--- config.mk ---
export PLATFORM = sky130hd
export DESIGN_NAME = secfilt_apb_bridge
export DESIGN_NICKNAME = d
export VERILOG_FILES = /design/src/rtl/secfilt_pkg.sv /design/src/rtl/secfilt_decode.sv /design/src/rtl/secfilt_gate.sv /design/src/rtl/secfilt_seq.sv /design/src/rtl/secfilt_apb_bridge.sv
export SDC_FILE = /design/constraint.sdc
export NUM_CORES = 1
export LEC_CHECK = 0
export BUFFER_PORTS_ARGS = -buffer_cell sky130_fd_sc_hd__buf_2
export CORE_AREA = 4 4 149 151
export CTS_BUF_LIST = sky130_fd_sc_hd__clkbuf_8
export DETAILED_ROUTE_END_ITERATION = 12
export DIE_AREA = 0 0 153 155
export PLACE_DENSITY = 0.57
export SYNTH_ARGS = -nofsm -noshare
export SYNTH_HDL_FRONTEND = slang
export SYNTH_SLANG_ARGS = --single-unit
--- constraint.sdc ---
create_clock -name clk -period 6.1 [get_ports clk]
set_input_delay 0.915 -clock clk [delete_from_list [all_inputs] [get_ports clk]]
set_output_delay 0.915 -clock clk [all_outputs]
set_load 0.01 [all_outputs]
--- src/rtl/secfilt_pkg.sv ---
package secfilt_pkg;

  typedef enum logic [1:0] {
    RESP_OKAY   = 2'b00,
    RESP_EXOKAY = 2'b01,
    RESP_SLVERR = 2'b10,
    RESP_DECERR = 2'b11
  } axi_resp_e;

  typedef enum logic [1:0] {
    VERD_FWD   = 2'd0,
    VERD_DENY  = 2'd1,
    VERD_UNMAP = 2'd2
  } verdict_e;

  typedef enum logic [1:0] {
    ST_IDLE   = 2'd0,
    ST_SETUP  = 2'd1,
    ST_ACCESS = 2'd2,
    ST_RESP   = 2'd3
  } bstate_e;

  localparam int DENY_SILENT = 0;
  localparam int DENY_SLVERR = 1;
  localparam int DENY_DECERR = 2;

endpackage

--- src/rtl/secfilt_decode.sv ---
module secfilt_decode #(
  parameter int ADDR_W     = 16,
  parameter int NSLOT      = 6,
  parameter int SLOT_LSB   = 12,
  parameter int SLOT_W     = 3,
  parameter int REGION_TAG = 0
) (
  input  logic [ADDR_W-1:0] addr,
  output logic              hit,
  output logic [SLOT_W-1:0] slot
);
  localparam int TAG_W = ADDR_W - SLOT_LSB - SLOT_W;
  localparam logic [SLOT_W:0] NSLOT_L = (SLOT_W+1)'(NSLOT);

  logic tag_ok;

  assign slot = addr[SLOT_LSB +: SLOT_W];

  generate
    if (TAG_W > 0) begin : g_tag
      assign tag_ok = (addr[ADDR_W-1 -: TAG_W] == TAG_W'(REGION_TAG));
    end else begin : g_notag
      assign tag_ok = 1'b1;
    end
  endgenerate

  assign hit = tag_ok && ({1'b0, slot} < NSLOT_L);

endmodule

--- src/rtl/secfilt_gate.sv ---
module secfilt_gate
  import secfilt_pkg::*;
#(
  parameter int NSLOT  = 6,
  parameter int SLOT_W = 3
) (
  input  logic              hit,
  input  logic [SLOT_W-1:0] slot,
  input  logic              nonsec,
  input  logic [NSLOT-1:0]  slot_secure,
  output verdict_e          verdict
);
  logic target_secure;

  always_comb begin
    target_secure = 1'b0;
    for (int i = 0; i < NSLOT; i++) begin
      if (slot == SLOT_W'(i)) target_secure = slot_secure[i];
    end
  end

  always_comb begin
    if (!hit)                        verdict = VERD_UNMAP;
    else if (nonsec && target_secure) verdict = VERD_DENY;
    else                             verdict = VERD_FWD;
  end

endmodule

--- src/rtl/secfilt_seq.sv ---
module secfilt_seq
  import secfilt_pkg::*;
#(
  parameter int ADDR_W    = 16,
  parameter int DATA_W    = 32,
  parameter int NSLOT     = 6,
  parameter int SLOT_W    = 3,
  parameter int DENY_MODE = DENY_SLVERR
) (
  input  logic                    clk,
  input  logic                    rst_n,
  input  logic                    req_valid,
  input  logic                    req_write,
  input  logic                    req_nonsec,
  input  logic [ADDR_W-1:0]       req_addr,
  input  logic [DATA_W-1:0]       req_wdata,
  input  logic [DATA_W/8-1:0]     req_strb,
  input  verdict_e                req_verdict,
  input  logic [SLOT_W-1:0]       req_slot,
  input  logic [NSLOT-1:0]        slot_secure,
  output logic                    accept,
  output logic                    bvalid,
  input  logic                    bready,
  output logic                    rvalid,
  input  logic                    rready,
  output logic [1:0]              resp,
  output logic [DATA_W-1:0]       rdata,
  output logic [NSLOT-1:0]        psel,
  output logic                    penable,
  output logic                    pwrite,
  output logic [ADDR_W-1:0]       paddr,
  output logic [DATA_W-1:0]       pwdata,
  output logic [DATA_W/8-1:0]     pstrb,
  input  logic [NSLOT*DATA_W-1:0] prdata,
  input  logic [NSLOT-1:0]        pready,
  input  logic [NSLOT-1:0]        pslverr
);
  localparam int STRB_W = DATA_W / 8;
  localparam axi_resp_e DENY_RESP =
    (DENY_MODE == DENY_SILENT) ? RESP_OKAY :
    (DENY_MODE == DENY_DECERR) ? RESP_DECERR : RESP_SLVERR;

  bstate_e             state_q, state_d;
  logic [ADDR_W-1:0]   addr_q;
  logic [DATA_W-1:0]   wdata_q;
  logic [STRB_W-1:0]   strb_q;
  logic                write_q, nonsec_q;
  logic [SLOT_W-1:0]   slot_q;
  logic [1:0]          resp_q, resp_d;
  logic [DATA_W-1:0]   rdata_q, rdata_d;
  logic                load_req, load_resp, apb_done, resp_taken;
  logic                sel_ready, sel_err;
  logic [DATA_W-1:0]   sel_rdata;

  // Completion signals of the addressed slot
  always_comb begin
    sel_ready = 1'b0;
    sel_err   = 1'b0;
    sel_rdata = '0;
    for (int i = 0; i < NSLOT; i++) begin
      if (slot_q == SLOT_W'(i)) begin
        sel_ready = pready[i];
        sel_err   = pslverr[i];
        sel_rdata = prdata[i*DATA_W +: DATA_W];
      end
    end
  end

  assign accept     = (state_q == ST_IDLE) && req_valid;
  assign apb_done   = (state_q == ST_ACCESS) && sel_ready;
  assign resp_taken = (state_q == ST_RESP) && (write_q ? bready : rready);
  assign load_req   = accept;
  assign load_resp  = apb_done || (accept && (req_verdict != VERD_FWD));

  // Next-state logic
  always_comb begin
    state_d = state_q;
    unique case (state_q)
      ST_IDLE:   if (req_valid) state_d = (req_verdict == VERD_FWD) ? ST_SETUP : ST_RESP;
      ST_SETUP:  state_d = ST_ACCESS;
      ST_ACCESS: if (sel_ready) state_d = ST_RESP;
      ST_RESP:   if (resp_taken) state_d = ST_IDLE;
      default:   state_d = ST_IDLE;
    endcase
  end

  // Response staging: local answer at acceptance or peripheral answer
  always_comb begin
    if (apb_done) begin
      resp_d  = sel_err ? RESP_SLVERR : RESP_OKAY;
      rdata_d = write_q ? '0 : sel_rdata;
    end else begin
      resp_d  = (req_verdict == VERD_UNMAP) ? RESP_DECERR : DENY_RESP;
      rdata_d = '0;
    end
  end

  always_ff @(posedge clk or negedge rst_n) begin
    if (!rst_n) state_q <= ST_IDLE;
    else        state_q <= state_d;
  end

  always_ff @(posedge clk) begin
    if (load_req) begin
      addr_q   <= req_addr;
      wdata_q  <= req_wdata;
      strb_q   <= req_strb;
      write_q  <= req_write;
      nonsec_q <= req_nonsec;
      slot_q   <= req_slot;
    end
    if (load_resp) begin
      resp_q  <= resp_d;
      rdata_q <= rdata_d;
    end
  end

  generate
    for (genvar g = 0; g < NSLOT; g++) begin : g_sel
      assign psel[g] = ((state_q == ST_SETUP) || (state_q == ST_ACCESS)) &&
                       (slot_q == SLOT_W'(g));
    end
  endgenerate

  assign penable = (state_q == ST_ACCESS);
  assign pwrite  = write_q;
  assign paddr   = addr_q;
  assign pwdata  = wdata_q;
  assign pstrb   = write_q ? strb_q : '0;
  assign bvalid  = (state_q == ST_RESP) && write_q;
  assign rvalid  = (state_q == ST_RESP) && !write_q;
  assign resp    = resp_q;
  assign rdata   = rdata_q;

  a_r5_single_select: assert property (@(posedge clk) disable iff (!rst_n)
    $onehot0(psel));

  a_r5_setup_one_cycle: assert property (@(posedge clk) disable iff (!rst_n)
    ((|psel) && !penable) |=> (penable && $stable(psel) && $stable(paddr)));

  a_r5_access_hold: assert property (@(posedge clk) disable iff (!rst_n)
    (penable && !sel_ready) |=> (penable && $stable(psel) && $stable(paddr) &&
                                 $stable(pwdata) && $stable(pwrite)));

  a_r3_no_ns_to_secure: assert property (@(posedge clk) disable iff (!rst_n)
    (|psel) |-> !(nonsec_q && |(psel & slot_secure)));

  a_r10_resp_hold: assert property (@(posedge clk) disable iff (!rst_n)
    ((bvalid && !bready) || (rvalid && !rready)) |=>
      ((bvalid || rvalid) && $stable(resp)));

endmodule

--- src/rtl/secfilt_apb_bridge.sv ---
module secfilt_apb_bridge
  import secfilt_pkg::*;
#(
  parameter int ADDR_W     = 16,
  parameter int DATA_W     = 32,
  parameter int NSLOT      = 6,
  parameter int SLOT_LSB   = 12,
  parameter int SLOT_W     = 3,
  parameter int REGION_TAG = 0,
  parameter int DENY_MODE  = DENY_SLVERR
) (
  input  logic                    clk,
  input  logic                    rst_n,
  input  logic [NSLOT-1:0]        slot_secure,
  input  logic                    awvalid,
  output logic                    awready,
  input  logic [ADDR_W-1:0]       awaddr,
  input  logic [2:0]              awprot,
  input  logic                    wvalid,
  output logic                    wready,
  input  logic [DATA_W-1:0]       wdata,
  input  logic [DATA_W/8-1:0]     wstrb,
  output logic                    bvalid,
  input  logic                    bready,
  output logic [1:0]              bresp,
  input  logic                    arvalid,
  output logic                    arready,
  input  logic [ADDR_W-1:0]       araddr,
  input  logic [2:0]              arprot,
  output logic                    rvalid,
  input  logic                    rready,
  output logic [DATA_W-1:0]       rdata,
  output logic [1:0]              rresp,
  output logic [NSLOT-1:0]        psel,
  output logic                    penable,
  output logic                    pwrite,
  output logic [ADDR_W-1:0]       paddr,
  output logic [DATA_W-1:0]       pwdata,
  output logic [DATA_W/8-1:0]     pstrb,
  input  logic [NSLOT*DATA_W-1:0] prdata,
  input  logic [NSLOT-1:0]        pready,
  input  logic [NSLOT-1:0]        pslverr
);
  logic              wr_pending, req_valid, req_nonsec, accept, hit;
  logic [ADDR_W-1:0] req_addr;
  logic [SLOT_W-1:0] req_slot;
  logic [1:0]        resp;
  verdict_e          verdict;
  logic              prot_unused;

  // Only the security bit of each protection field matters here
  assign prot_unused = ^{awprot[2], awprot[0], arprot[2], arprot[0]};

  // A complete write wins over a read when both wait in idle
  assign wr_pending = awvalid && wvalid;
  assign req_valid  = wr_pending || arvalid;
  assign req_addr   = wr_pending ? awaddr : araddr;
  assign req_nonsec = wr_pending ? awprot[1] : arprot[1];

  secfilt_decode #(
    .ADDR_W(ADDR_W), .NSLOT(NSLOT), .SLOT_LSB(SLOT_LSB),
    .SLOT_W(SLOT_W), .REGION_TAG(REGION_TAG)
  ) u_decode (
    .addr(req_addr), .hit(hit), .slot(req_slot)
  );

  secfilt_gate #(.NSLOT(NSLOT), .SLOT_W(SLOT_W)) u_gate (
    .hit(hit), .slot(req_slot), .nonsec(req_nonsec),
    .slot_secure(slot_secure), .verdict(verdict)
  );

  secfilt_seq #(
    .ADDR_W(ADDR_W), .DATA_W(DATA_W), .NSLOT(NSLOT),
    .SLOT_W(SLOT_W), .DENY_MODE(DENY_MODE)
  ) u_seq (
    .clk(clk), .rst_n(rst_n),
    .req_valid(req_valid), .req_write(wr_pending), .req_nonsec(req_nonsec),
    .req_addr(req_addr), .req_wdata(wdata), .req_strb(wstrb),
    .req_verdict(verdict), .req_slot(req_slot), .slot_secure(slot_secure),
    .accept(accept),
    .bvalid(bvalid), .bready(bready), .rvalid(rvalid), .rready(rready),
    .resp(resp), .rdata(rdata),
    .psel(psel), .penable(penable), .pwrite(pwrite), .paddr(paddr),
    .pwdata(pwdata), .pstrb(pstrb), .prdata(prdata), .pready(pready),
    .pslverr(pslverr)
  );

  assign awready = accept && wr_pending;
  assign wready  = accept && wr_pending;
  assign arready = accept && !wr_pending;
  assign bresp   = resp;
  assign rresp   = resp;

  a_r7_busy_no_ready: assert property (@(posedge clk) disable iff (!rst_n)
    (bvalid || rvalid || (|psel)) |-> !(awready || wready || arready));

  a_r9_write_pair: assert property (@(posedge clk) disable iff (!rst_n)
    (awready || wready) |-> (awvalid && wvalid && awready && wready));

  a_r8_write_first: assert property (@(posedge clk) disable iff (!rst_n)
    (awvalid && wvalid && arvalid && !bvalid && !rvalid && !(|psel)) |-> !arready);

endmodule

# Word level (Yosys, flattened, before mapping)
# Index checks and enable logic that the tools add are counted.
word_totals:
  wordCells: 95
  regBits: 92
  inputBits: 291
  output_inout_bits: 101
op_classes:
  reduce_logical: 29
  mux: 38
  order_cmp: 1
  bitwise_logic: 2
  eq_ne: 17
op_table:
  columns: ["cell", "count"]
  rows:
  - ["32-bit 2-to-1 mux", 6]
  - ["1-bit 2-to-1 mux", 22]
  - ["1-bit logical AND", 17]
  - ["16-bit 2-to-1 mux", 1]
  - ["2-bit 2-to-1 mux", 7]
  - ["3-bit by 2-bit == test with 1-bit output, second input constant", 4]
  - ["3-bit == test, second input constant", 4]
  - ["2-bit one-hot mux with 4 select lines", 1]
  - ["2-bit == test, second input constant", 3]
  - ["3-bit by 1-bit == test with 1-bit output, second input constant", 2]
  - ["3-bit logical NOT", 2]
  - ["2-bit by 1-bit != test with 1-bit output, second input constant", 3]
  - ["2-bit logical NOT", 2]
  - ["4-bit 2-to-1 mux", 1]
  - ["1-bit logical OR", 3]
  - ["3-bit < comparator, second input constant", 1]
  - ["3-bit AND reduction", 1]
  - ["2-bit by 1-bit == test with 1-bit output, second input constant", 1]
  - ["1-bit logical NOT", 2]
  - ["1-bit NOT", 2]
  - ["2-bit nonzero test", 1]
  - ["2-bit OR reduction", 1]

# Logic depth before layout (Yosys ltp)
logic_depth:
  ltp_word: 16
  ltp_mapped: 8
  mapped_depth_nobuf: 7

# By module
# A second synthesis with hierarchy kept.
hier_totals:
  hier_cells: 332
  hier_area_um2: 5147.4
modules_own_cells:
  columns: ["module", "cells_per_inst", "n_inst", "seq_area_each_um2", "area_each_um2"]
  rows:
  - ["secfilt_seq", 295, 1, 2752.6, 4723.3]
  - ["secfilt_apb_bridge", 27, 1, 0.0, 330.3]
  - ["secfilt_gate", 6, 1, 0.0, 62.6]
  - ["secfilt_decode", 4, 1, 0.0, 31.3]

# Worst setup path before layout
# Ideal clock, no wire load.
synth_path:
  path_type: "input port to flip-flop"
  from: "in awvalid"
  to: "reg u_seq.rdata_q[0] (netlist: u_seq.rdata[0]) (enable)"
  t_arrival_ps: 4268
  setup_time_ps: 472
  path_stages: 6
  path_slack_ps: 1359
  path_buffers: 0
  required_ps: 5628
  path_cell_list: "nand2_4 > inv_4 > mux2_4 > o41ai_2 > a2111oi_2 > o21ai_0"
synth_via:
  elab_chain_cells: 15
  elab_cells_between_ends: 26
synth_lines:
  columns: ["element", "line_no", "source"]
  rows:
  - ["start, declared", "secfilt_apb_bridge.sv:15", "input logic awvalid,"]
  - ["1-bit logical AND *", "secfilt_apb_bridge.sv:55", "assign wr_pending = awvalid && wvalid;"]
  - ["via u_seq.req_write", "secfilt_seq.sv:13", "input logic req_write,"]
  - ["16-bit 2-to-1 mux *", "secfilt_apb_bridge.sv:57", "assign req_addr = wr_pending ? awaddr : araddr;"]
  - ["via req_addr[14]", "secfilt_apb_bridge.sv:45", "logic [ADDR_W-1:0] req_addr;"]
  - ["3-bit logical NOT", "secfilt_gate.sv:18", "if (slot == SLOT_W'(i)) target_secure = slot_secure[i];"]
  - ["1-bit 2-to-1 mux (6 in series)", "secfilt_gate.sv:18", null]
  - ["1-bit logical AND", "secfilt_gate.sv:24", "else if (nonsec && target_secure) verdict = VERD_DENY;"]
  - ["1-bit 2-to-1 mux", "secfilt_gate.sv:24", null]
  - ["2-bit 2-to-1 mux *", "secfilt_gate.sv:23", "if (!hit) verdict = VERD_UNMAP;"]
  - ["2-bit nonzero test *", "secfilt_seq.sv:73", "assign load_resp = apb_done || (accept && (req_verdict != VERD_FWD));"]
  - ["1-bit logical AND *", "secfilt_seq.sv:73", null]
  - ["1-bit logical OR *", "secfilt_seq.sv:73", null]
  - ["via u_seq.load_resp", "secfilt_seq.sv:51", "logic load_req, load_resp, apb_done, resp_taken;"]
  - ["end signal, assigned", "secfilt_seq.sv:114", "rdata_q <= rdata_d;"]
  - ["end, declared", "secfilt_seq.sv:50", "logic [DATA_W-1:0] rdata_q, rdata_d;"]
# The timed path passes the listed nets; every way through them passes the cells marked *.
# A chain may end at the register's enable or synchronous reset.

==> metrics.log <==
INFO  metric cp-start-kind = flip-flop
INFO  metric cts-buffers-inserted = 9
INFO  metric critPathRequiredTime = 5.18 ns
INFO  metric finalCriticalPeriod = 3.217 ns
INFO  metric io_buffer_count = 387
INFO  metric clk_pin_slew = 0.10 ns
INFO  metric netlist_area = 0.004987 mm2
INFO  metric cp_cell_sequence = buf_4, buf_4, nand2_1, nor2_1, buf_2
INFO  metric first_global_vias = 4933
INFO  metric tot_gr_track_use = 15.27%
INFO  metric tightest_slew = 1.157 ns
INFO  metric detail_route.first_pass.iterations = 5
INFO  metric syn-num-nets = 672
INFO  metric cpMostUsedCell = sky130_fd_sc_hd__buf_4
INFO  metric crit_start = u_seq.paddr[12]
INFO  metric core_area = 0.02082 mm2
INFO  metric share_of_the_yosys_chip_area_belonging_to_registers = 53.39%
INFO  metric top_level_i_o_count = 392
INFO  metric cts_hold_buffers = 0
INFO  metric status = complete, no violations
INFO  metric grt_start_max_net_pins = 54
INFO  metric ff2ff_path_depth = 7
INFO  metric r2r_setup_slack = 2.99 ns
INFO  metric p_switching = 0.7458 mW
INFO  metric layout.cells.most_common = sky130_fd_sc_hd__buf_2
INFO  metric dieArea = 0.02372 mm2
INFO  metric fp.dieH = 155 um
INFO  metric synth_flop_cell = sky130_fd_sc_hd__edfxtp_1
INFO  metric cpMaxStageDelayCell = sky130_fd_sc_hd__buf_4
INFO  metric clock_sinks = 89
INFO  metric drive_above_1_share = 64.19%
INFO  metric place_congestion = 0.8453
INFO  metric globalRouteOverflowTotal = 0
INFO  metric htreeDepth = 3
INFO  metric grt_first_pass_wirelength = 28150 um
INFO  metric syn_inst = 377
INFO  metric pwr_density_cell = 285.4 mW/mm2
INFO  metric drcViolationCount = 0
INFO  metric power.share.combinational = 39.2%
INFO  metric routed_wirelength = 19090 um
INFO  metric wire_per_inst = 18.51 um
INFO  metric initial_core_util = 23.95%
INFO  metric setup-tns-final = 0 ns
INFO  metric worst_r2r_startpoint = u_seq.paddr[13]
INFO  metric detail-route-antenna-nets = 0
INFO  metric clk_pwr_share = 18.1%
INFO  metric rsz0062_at_grt = false
INFO  metric tritoncts = yes
INFO  metric power_report.internal_total = 1.350 mW
INFO  metric clk_path_buf_depth = 2
INFO  metric criticalPathCategory = flip-flop to primary output
INFO  metric leakagePower = 3.344 nW
INFO  metric fillerInstances = 2117
INFO  metric antenna_found_initial = 3
INFO  metric cts_setup_buffers = 0
INFO  metric slowest_delay = 0.63 ns
INFO  metric timing.hold.worst.class = primary input to asynchronous set/reset pin
INFO  metric clk_lat_worst_skew = 0.37 ns
INFO  metric fin_nets = 1045
INFO  metric syn_area_per_cell = 13.23 um2
INFO  metric critPathCaptureType = primary output
INFO  metric hold_viol = 0
INFO  metric holdWs = 0.3166 ns
INFO  metric setup_viol = 0
INFO  metric finalClockSkew = 0.01358 ns
INFO  metric postCtsResizedCells = 0
INFO  metric placement_rows = 53
INFO  metric most_used_cells_in_the_layout_excluding_fill_and_tap_cells = sky130_fd_sc_hd__buf_2 (387), sky130_fd_sc_hd__edfxtp_1 (87), sky130_fd_sc_hd__mux2_2 (45)
INFO  metric async_flop_share = 2.247%
INFO  metric synth.ff_latch_count = 89
INFO  metric synth_edf_count = 87
INFO  metric routed-via-count = 4738
INFO  metric fraction_of_the_cycle_the_final_worst_path_needs = 52.74%
INFO  metric timing_max_transition_violations_final = 0
INFO  metric critical_path_arrival = 2.30 ns
INFO  metric hpwlAfterDp = 15230 um
INFO  metric die_width = 153 um
INFO  metric cp_max_fo = 48
INFO  metric areaGrowthSynthToFinish = 47.27%
INFO  metric drt_first_iter_violations = 291
INFO  metric r2r_end = u_seq.rdata[4]
INFO  metric max_freq = 310.8 MHz
INFO  metric timing.max_slew.rel_slack = 22.85%
INFO  metric clock_tree_root = sky130_fd_sc_hd__clkbuf_8
INFO  metric max_cap_viol_count = 0
INFO  metric netlist-cell-type-count = 42
INFO  metric switching_share = 35.58%
INFO  metric vdd_drop_max = 0.0002305 V
INFO  metric sequentialPowerShare = 42.6%
INFO  metric synth.yosys.warnings = 0
INFO  metric route.detailed.vias_per_inst = 4.596
how the worst max path moves through the flow:
stage / depth (start not counted) / endpoint
after detailed placement: 8 / u_seq.rdata[13]
final: 5 / psel[3]
after global routing: 5 / psel[3]
after CTS: 5 / psel[3]
after global placement: 8 / u_seq.rdata[5]
after floorplan: 6 / u_seq.rdata[0]
routing by layer:
layer | part of all wire, % | vias up | routed length [um] | track usage, %
li1 | - | 2219 | - | -
met1 | 39 | 2266 | 7408 | 18.17
met2 | 52 | 225 | 9960 | 26.98
met3 | 7.3 | 24 | 1399 | 4.896
met4 | 1.5 | 4 | 293 | 3.649
met5 | 0.13 | - | 24 | 0
power groups by stage:
| stage | registers [mW] | logic [mW] | clock network [mW] |
|---|---|---|---|
| 2_1_floorplan | 0.956 | 0.450 | 0 |
| 3_3_place_gp | 0.904 | 0.837 | 0 |
| 3_5_place_dp | 0.909 | 0.842 | 0 |
| 4_1_cts | 0.896 | 0.844 | 0.407 |
| 5_1_grt | 0.905 | 0.907 | 0.432 |
| 6_report | 0.893 | 0.823 | 0.380 |
area by class of cell:
type                    count  area [um2]  share of cell area [%]
multi-input cells         250        2152                   29.30
clock buffers               9       123.9                   1.687
diodes                      2       5.005                 0.06814
clock inverters             6       50.05                  0.6814
well taps                 275       344.1                   4.685
repair buffers            392        1974                   26.88
flip-flops and latches     89        2663                   36.25
inverters                   8       32.53                  0.4429
registers in the layout, indices dropped and copies added, names as in the netlist:
register       count
u_seq.paddr       16
u_seq.pwdata      32
u_seq.pwrite       1
u_seq.rdata       32
u_seq.resp         2
u_seq.state_q      2
u_seq.strb_q       4
stage by stage:
| step | total power [mW] | util [%] | std cells | area [um2] | setup WS (ns) |
|---|---|---|---|---|---|
| 6_report | 2.096 | 35.27 | 1031 | 7345 | 2.883 |
| 3_5_place_dp | 1.751 | 34.41 | 1014 | 7166 | 2.882 |
| 3_3_place_gp | 1.741 | 34.41 | 1014 | 7166 | 2.899 |
| 4_1_cts | 2.147 | 35.25 | 1029 | 7340 | 2.763 |
| 5_1_grt | 2.244 | 35.26 | 1030 | 7342 | 2.631 |
| 2_1_floorplan | 1.406 | - | 377 | 4987 | 1.359 |
cells by family (layout without fill, tap and decap cells):
family,after synthesis,count (layout),synth area share (%)
other cells,0,2,0
compound gates,68,68,10.16
fa+ha+maj,4,4,1.004
simple gates,92,92,8.154
mux,86,86,23.36
buf+inv,38,415,3.939
flops,89,89,53.39
synthesized netlist by cell type, drive strengths merged, types with 2 or more instances:
cell	n	area, um2
a21oi	5	25.02
a222oi	14	140.1
a22oi	19	142.6
a31oi	2	12.51
and2	7	43.80
and3	2	12.51
buf	20	126.4
clkbuf	10	37.54
dfrtp	2	50.05
edfxtp	87	2613
ha	4	50.05
inv	8	32.53
mux2	47	536.8
mux2i	20	200.2
mux4	19	427.9
nand2	25	101.4
nand3	5	25.02
nor2	42	157.7
nor3	6	30.03
o21ai	20	103.9
critical path, delay by kind of cell (launching register included):
family	cells	cell delay [ns]
and+or+nand+nor	2	0.28
DFF	1	0.41
buffers and inverters	3	1.23
(Power assumes the default switching activity.)
